**config.mk**
```make
export PLATFORM = sky130hd
export DESIGN_NAME = evt_sample_rec
export DESIGN_NICKNAME = d
export VERILOG_FILES = /design/src/rtl/evt_sample_pkg.sv /design/src/rtl/esr_period_count.sv /design/src/rtl/esr_snapshot.sv /design/src/rtl/esr_ring.sv /design/src/rtl/evt_sample_rec.sv
export SDC_FILE = /design/constraint.sdc
export NUM_CORES = 2
export LEC_CHECK = 0
export ABC_AREA = 1
export CAP_MARGIN = 20
export CORE_UTILIZATION = 45
export CTS_CLUSTER_DIAMETER = 40
export DETAILED_ROUTE_END_ITERATION = 7
export PLACE_DENSITY = 0.77
export SETUP_SLACK_MARGIN = 0.3
export SYNTH_ARGS = -nofsm -noshare
export SYNTH_HDL_FRONTEND = slang
export SYNTH_SLANG_ARGS = --single-unit
```
**constraint.sdc**
```tcl
create_clock -name clk -period 29.4 [get_ports clk]
set_clock_uncertainty 0.1 [all_clocks]
set_input_delay 7.35 -clock clk [delete_from_list [all_inputs] [get_ports clk]]
set_output_delay 7.35 -clock clk [all_outputs]
set_load 0.02 [all_outputs]
```
**src/rtl/evt_sample_pkg.sv**
```systemverilog
// Shared widths and the record type of the event sample recorder.
// Assumes a 64-bit address space and a 64-bit cycle stamp.
package evt_sample_pkg;
    localparam int ADDR_W = 64;
    localparam int REG_W  = 64;
    localparam int NREGS  = 4;
    localparam int LAT_W  = 16;
    localparam int TS_W   = 64;

    typedef struct packed {
        logic [ADDR_W-1:0]           ip;
        logic [NREGS-1:0][REG_W-1:0] regs;
        logic [ADDR_W-1:0]           daddr;
        logic [LAT_W-1:0]            lat;
        logic [TS_W-1:0]             stamp;
    } sample_rec_t;
endpackage

```
**src/rtl/esr_period_count.sv**
```systemverilog
// Decides which events qualify and counts them down from the period.
// fire is combinational: it is high in the same cycle as the N-th
// qualifying event, so capture can use that cycle's fields.
// Assumes cfg_period is only changed while the block is disabled.
module esr_period_count #(
    parameter int PERIOD_W = 16,
    parameter int LAT_W    = 16
) (
    input  logic                clk,
    input  logic                rst_n,
    input  logic                enable,
    input  logic [PERIOD_W-1:0] period,
    input  logic                lat_mode,
    input  logic [LAT_W-1:0]    lat_min,
    input  logic                evt_valid,
    input  logic                evt_is_load,
    input  logic [LAT_W-1:0]    evt_latency,
    output logic                fire
);
    logic [PERIOD_W-1:0] remain_q;
    logic                qualify;
    logic                last_one;

    // Event qualifies when enabled and it passes the optional latency filter.
    always_comb begin
        qualify  = enable && evt_valid &&
                   (!lat_mode || (evt_is_load && (evt_latency >= lat_min)));
        last_one = (remain_q <= PERIOD_W'(1));
        fire     = qualify && last_one;
    end

    // Down-counter: reload while disabled or on expiry, step on each qualifier.
    always_ff @(posedge clk) begin
        if (!rst_n)        remain_q <= '0;
        else if (!enable)  remain_q <= period;
        else if (qualify)  remain_q <= last_one ? period : remain_q - PERIOD_W'(1);
    end


    reload_after_fire_chk: assert property (@(posedge clk) disable iff (!rst_n)
        fire |=> remain_q == $past(period));

    disabled_reload_chk: assert property (@(posedge clk) disable iff (!rst_n)
        !enable |=> remain_q == $past(period));
endmodule

```
**src/rtl/esr_snapshot.sv**
```systemverilog
// Builds a record from the eventing instruction's inputs in the current
// cycle and keeps the free-running cycle stamp.
// Assumes the register set arrives flat with register 0 in the low bits.
module esr_snapshot
    import evt_sample_pkg::*;
(
    input  logic                    clk,
    input  logic                    rst_n,
    input  logic [ADDR_W-1:0]       evt_ip,
    input  logic [NREGS*REG_W-1:0]  evt_regs,
    input  logic [ADDR_W-1:0]       evt_daddr,
    input  logic [LAT_W-1:0]        evt_latency,
    output sample_rec_t             rec
);
    logic [TS_W-1:0]             stamp_q;
    logic [NREGS-1:0][REG_W-1:0] regs_v;

    // Cycle stamp: zero in reset, then one count per clock.
    always_ff @(posedge clk) begin
        if (!rst_n) stamp_q <= '0;
        else        stamp_q <= stamp_q + TS_W'(1);
    end

    // Split the flat register bus into its entries.
    for (genvar k = 0; k < NREGS; k++) begin : g_reg
        assign regs_v[k] = evt_regs[k*REG_W +: REG_W];
    end

    // Assemble the record from this cycle's event fields.
    always_comb begin
        rec.ip    = evt_ip;
        rec.regs  = regs_v;
        rec.daddr = evt_daddr;
        rec.lat   = evt_latency;
        rec.stamp = stamp_q;
    end
endmodule

```
**src/rtl/esr_ring.sv**
```systemverilog
// Ring of record slots with write index, fill interrupt and lost counter.
// A software clear beats a record that is due in the same cycle, and
// that record goes to slot 0. Slot storage has no reset and is only
// meaningful below the write index.
module esr_ring
    import evt_sample_pkg::*;
#(
    parameter int SLOTS  = 8,
    parameter int LOST_W = 8,
    localparam int SLOT_W = $clog2(SLOTS),
    localparam int IDX_W  = $clog2(SLOTS) + 1
) (
    input  logic              clk,
    input  logic              rst_n,
    input  logic              fire,
    input  sample_rec_t       rec,
    input  logic              sw_clear,
    input  logic [IDX_W-1:0]  irq_level,
    input  logic [SLOT_W-1:0] rd_slot,
    output sample_rec_t       rd_rec,
    output logic [IDX_W-1:0]  wr_index,
    output logic              irq,
    output logic [LOST_W-1:0] lost_count
);
    sample_rec_t       slots [SLOTS];
    logic [IDX_W-1:0]  idx_q, idx_next;
    logic [SLOT_W-1:0] wr_slot;
    logic              wr_en, full, drop, irq_q, irq_next;
    logic [LOST_W-1:0] lost_q;

    // Next index, write slot and drop decision, with clear taking priority.
    always_comb begin
        full     = (idx_q == IDX_W'(SLOTS));
        wr_en    = 1'b0;
        wr_slot  = '0;
        drop     = 1'b0;
        idx_next = idx_q;
        if (sw_clear) begin
            wr_en    = fire;
            idx_next = fire ? IDX_W'(1) : '0;
        end else if (fire && !full) begin
            wr_en    = 1'b1;
            wr_slot  = idx_q[SLOT_W-1:0];
            idx_next = idx_q + IDX_W'(1);
        end else if (fire) begin
            drop     = 1'b1;
        end
        irq_next = ((irq_q && !sw_clear) ||
                    ((irq_level != '0) && (idx_next >= irq_level)));
    end

    // Index, interrupt and lost-record state.
    always_ff @(posedge clk) begin
        if (!rst_n) begin
            idx_q  <= '0;
            irq_q  <= 1'b0;
            lost_q <= '0;
        end else begin
            idx_q <= idx_next;
            irq_q <= irq_next;
            if (drop && (lost_q != {LOST_W{1'b1}})) lost_q <= lost_q + LOST_W'(1);
        end
    end

    // Slot storage write.
    always_ff @(posedge clk) begin
        if (wr_en) slots[wr_slot] <= rec;
    end

    // Indexed read port.
    assign rd_rec     = slots[rd_slot];
    assign wr_index   = idx_q;
    assign irq        = irq_q;
    assign lost_count = lost_q;


    irq_sticky_chk: assert property (@(posedge clk) disable iff (!rst_n)
        (irq_q && !sw_clear) |=> irq_q);

    clear_index_chk: assert property (@(posedge clk) disable iff (!rst_n)
        (sw_clear && !fire) |=> (idx_q == '0) && !irq_q);

    clear_beats_fire_chk: assert property (@(posedge clk) disable iff (!rst_n)
        (sw_clear && fire) |=> idx_q == IDX_W'(1));

    full_hold_chk: assert property (@(posedge clk) disable iff (!rst_n)
        (full && fire && !sw_clear) |=> idx_q == IDX_W'(SLOTS));

    lost_saturate_chk: assert property (@(posedge clk) disable iff (!rst_n)
        (lost_q == {LOST_W{1'b1}}) |=> lost_q == {LOST_W{1'b1}});

    idx_bound_chk: assert property (@(posedge clk) disable iff (!rst_n)
        idx_q <= IDX_W'(SLOTS));
endmodule

```
**src/rtl/evt_sample_rec.sv**
```systemverilog
// Top of the precise event sample recorder: period counting, same-cycle
// snapshot and a ring of record slots with a batched fill interrupt.
// Assumes the configuration changes only while cfg_enable is low.
module evt_sample_rec
    import evt_sample_pkg::*;
#(
    parameter int SLOTS    = 8,
    parameter int PERIOD_W = 16,
    parameter int LOST_W   = 8,
    localparam int SLOT_W  = $clog2(SLOTS),
    localparam int IDX_W   = $clog2(SLOTS) + 1
) (
    input  logic                   clk,
    input  logic                   rst_n,
    input  logic                   cfg_enable,
    input  logic [PERIOD_W-1:0]    cfg_period,
    input  logic                   cfg_lat_mode,
    input  logic [LAT_W-1:0]       cfg_lat_min,
    input  logic [IDX_W-1:0]       cfg_irq_level,
    input  logic                   evt_valid,
    input  logic                   evt_is_load,
    input  logic [ADDR_W-1:0]      evt_ip,
    input  logic [NREGS*REG_W-1:0] evt_regs,
    input  logic [ADDR_W-1:0]      evt_daddr,
    input  logic [LAT_W-1:0]       evt_latency,
    input  logic                   sw_idx_clear,
    input  logic [SLOT_W-1:0]      rd_slot,
    output logic [ADDR_W-1:0]      rd_ip,
    output logic [NREGS*REG_W-1:0] rd_regs,
    output logic [ADDR_W-1:0]      rd_daddr,
    output logic [LAT_W-1:0]       rd_latency,
    output logic [TS_W-1:0]        rd_stamp,
    output logic [IDX_W-1:0]       wr_index,
    output logic                   irq,
    output logic [LOST_W-1:0]      lost_count
);
    logic        fire;
    sample_rec_t snap, rd_rec;

    esr_period_count #(.PERIOD_W(PERIOD_W), .LAT_W(LAT_W)) u_count (
        .clk(clk), .rst_n(rst_n), .enable(cfg_enable), .period(cfg_period),
        .lat_mode(cfg_lat_mode), .lat_min(cfg_lat_min), .evt_valid(evt_valid),
        .evt_is_load(evt_is_load), .evt_latency(evt_latency), .fire(fire)
    );

    esr_snapshot u_snap (
        .clk(clk), .rst_n(rst_n), .evt_ip(evt_ip), .evt_regs(evt_regs),
        .evt_daddr(evt_daddr), .evt_latency(evt_latency), .rec(snap)
    );

    esr_ring #(.SLOTS(SLOTS), .LOST_W(LOST_W)) u_ring (
        .clk(clk), .rst_n(rst_n), .fire(fire), .rec(snap),
        .sw_clear(sw_idx_clear), .irq_level(cfg_irq_level), .rd_slot(rd_slot),
        .rd_rec(rd_rec), .wr_index(wr_index), .irq(irq), .lost_count(lost_count)
    );

    // Break the selected record out onto the read port.
    always_comb begin
        rd_ip      = rd_rec.ip;
        rd_regs    = rd_rec.regs;
        rd_daddr   = rd_rec.daddr;
        rd_latency = rd_rec.lat;
        rd_stamp   = rd_rec.stamp;
    end


    disabled_no_change_chk: assert property (@(posedge clk) disable iff (!rst_n)
        (!cfg_enable && !sw_idx_clear) |=> $stable(wr_index) && $stable(lost_count));
endmodule

```
==> impl_metrics.toml <==
[synthesis]
synth-edff-count = 3712
syn_area_sq_um = 148000
ys_seq_elements = 3805
synthFlopType = "edfxtp_1"
syn_inst = 11400
synthArstFlopShare = 0
yosysUniqueCellTypes = 45
syn_avg_cell_area_sq_um = 12.9
yosysSeqAreaShare = 0.767
syn-num-nets = 11900
synth_warnings = 0

[cts]
clock_latency_ps = 980
cts_resized = 0
cts_tree = "done"
ctsHtreeMaxLevel = 5
clockRootBuffer = "clkbuf_16"
cts_hold_buf = 0
clk_pin_slew_ps = 50
clock_sinks = 3805
clk_path_buf_depth = 4
cts_made_buffers = 428
postCtsSetupRepairBufs = 0

[power]
power.total_mw = 12.1
cellLeakagePower_nw = 56.1
p_per_area_nw_per_um2 = 68.6
ir_drop_mv = 0.0647

[cells_and_area]
synthToLayoutAreaGrowth_pct = 19.0
fillers = 25300
final_area_sq_um = 176000
nNetsFinal = 12700
fin_util = 0.538
drive_gt1_frac = 0.0713

[floorplanning]
start_util = 0.452
std_cell_rows = 210
core_area_sq_um = 327000
die_y_um = 575
io_pins = 923
die_w_um = 575
die_area_sq_um = 331000

[drt]
drc = 0
drtAntennaViolNets = 0
vias = 95800
wl_per_cell_um = 22.2
drt_iter0_drc = 10700
wl_um = 377000
firstDrtPassIters = 5
drt-vias-per-instance = 5.64

[run_status]
status = "complete, but fails checks"
failed_checks = "max-slew violations"

[global_route]
grt_usage = 0.218
grt_first_pass_wirelength_um = 557000
grt_antenna_before_repair = 109
grt.overflow.total = 0
grt_pass1_vias = 92700
grt_max_degree = 247

[sta]
fin_tns_setup_ps = 0
setup_viol_count_final = 0
period_share = 0.697
hold_viol_final = 0
rsz0062_at_grt = "false"
fin_crit_ps = 20490
holdWs_ps = 373
max_freq_mhz = 48.8
tightest_slew_ps = 1540
maxSlewViolCount = 50
max_slew_margin = -0.0236

[hold_path]
hold_class = "reg2reg"

[critical_path]
path_max_fanout = 171
critPathCaptureType = "output pin"
crit_path_start_kind = "primary input"
required_ps = 21950
timing.setup.critical_path_class = "in2out"
cp_data_arrival_time_ps = 13040

[placement]
portBuffers = 922
gp_congestion = 0.891
hpwl_um = 207000
place_area_sq_um = 161000

[job]
maxCapViolations = 0
[critical path: stages]
cell and delay [ps]:
buf_16 280, buf_12 590, buf_4 800, buf_4 850, buf_4 620, buf_4 770
o21ai_0 260, o22ai_1 250, nor2_1 80, a31oi_1 250, clkdlybuf4s50_1 650
[routing by layer]
layer	vias up	global-route usage	share of wire
met1	47000	0.270	0.38
li1	43400	-	-
met5	-	0	0.00069
met2	4511	0.352	0.48
met4	42	0.137	0.057
met3	919	0.0449	0.085
[placed cells by master, fill, tap and decap left out, drive strengths merged, types with 2 or more instances in the layout]
| cell | n |
|---|---|
| nor3b | 7 |
| nor3 | 51 |
| clkinvlp | 40 |
| o21a | 3 |
| diode | 88 |
| nand3 | 42 |
| nand2 | 196 |
| buf | 153 |
| nand4 | 36 |
| o21ai | 1903 |
| nor2 | 3388 |
| inv | 234 |
| ha | 27 |
| xor2 | 11 |
| o211ai | 2 |
| a31oi | 471 |
| xnor2 | 4 |
| a21oi | 72 |
| bufinv | 37 |
| edfxtp | 3712 |
| clkinv | 176 |
| dfxtp | 93 |
| clkdlybuf4s50 | 920 |
| o22ai | 464 |
| or2 | 11 |
| clkbuf | 492 |
| nor4 | 13 |
[kinds of logic after synthesis]
logic type	synth area share
DFF	0.767
and+or+nand+nor	0.0982
xor gates and xnor gates	0.000889
buffers and inverters	0.0243
adders and majority gates	0.00229
AOI/OAI and AO/OA	0.107
[Yosys cell counts (2+ instances only)]
| library cell | instances | area [sq um] |
|---|---|---|
| nor2_1 | 3379 | 12700 |
| xnor2_1 | 4 | 35.0 |
| nor3b_1 | 3 | 22.5 |
| o22ai_1 | 464 | 2900 |
| nor2_4 | 5 | 56.3 |
| nand2_2 | 3 | 18.8 |
| nand3_1 | 41 | 205 |
| or2_0 | 4 | 25.0 |
| nand4_2 | 3 | 37.5 |
| nor3b_2 | 4 | 50.1 |
| nand4_1 | 32 | 200 |
| buf_4 | 3 | 22.5 |
| nor3_1 | 48 | 240 |
| nor3_4 | 2 | 32.5 |
| xor2_1 | 11 | 96.3 |
| o21a_1 | 3 | 22.5 |
| o211ai_1 | 2 | 15.0 |
| or2_2 | 6 | 37.5 |
| inv_1 | 167 | 627 |
| nor2_2 | 4 | 25.0 |
| buf_2 | 136 | 681 |
| clkbuf_1 | 511 | 1920 |
| edfxtp_1 | 3712 | 111000 |
| buf_1 | 84 | 315 |
| nand2_1 | 193 | 724 |
| ha_1 | 27 | 338 |
| nor4_1 | 13 | 81.3 |
| a21oi_1 | 72 | 360 |
| o21ai_0 | 1902 | 9520 |
| inv_2 | 7 | 26.3 |
| dfxtp_1 | 93 | 1860 |
| a31oi_1 | 471 | 2950 |
[flip-flops by register name, summed over array words and instances (netlist names)]
signal             cells
u_ring.slots        3712
u_snap.stamp_q        64
u_count.remain_q      16
u_ring.lost_count      8
u_ring.wr_index        4
u_ring.irq             1
[where the power goes]
part | switching [mW] | internal [mW]
Clock | 2.26 | 3.09
Sequential | 0.00407 | 5.94
Combinational | 0.491 | 0.268
[final cells by class]
cell class                      count  area [sq um]  area share
Antenna cell                       88           220     0.00125
Clock buffer                      492         11100      0.0631
Clock inverter                    313          3440      0.0196
Inverter                          174           676     0.00385
Multi-Input combinational cell   6709         30900       0.176
Sequential cell                  3805        113000       0.645
Tap cell                         4346          5440      0.0309
Timing Repair Buffer             1073         10700      0.0607
[stage by stage]
step,worst slack [ps],std cells
after detailed placement,9080,16100
after floorplan,-181,11400
after CTS,8970,16900
final,8910,17000
after global placement,9140,16100
after global routing,8570,17000
[path summary, 6_finish.rpt]
path                        from              endpoint  slack, ps  cells past startpoint
max                   rd_slot[0]            rd_regs[2]       8910                     11
min                   u_ring.irq            u_ring.irq        370                      2
max reg2reg  u_count.remain_q[0]  u_ring.slots[3][147]      22450                     18
min reg2reg           u_ring.irq            u_ring.irq        370                      2
No activity file was read; power rests on OpenSTA's default activity.
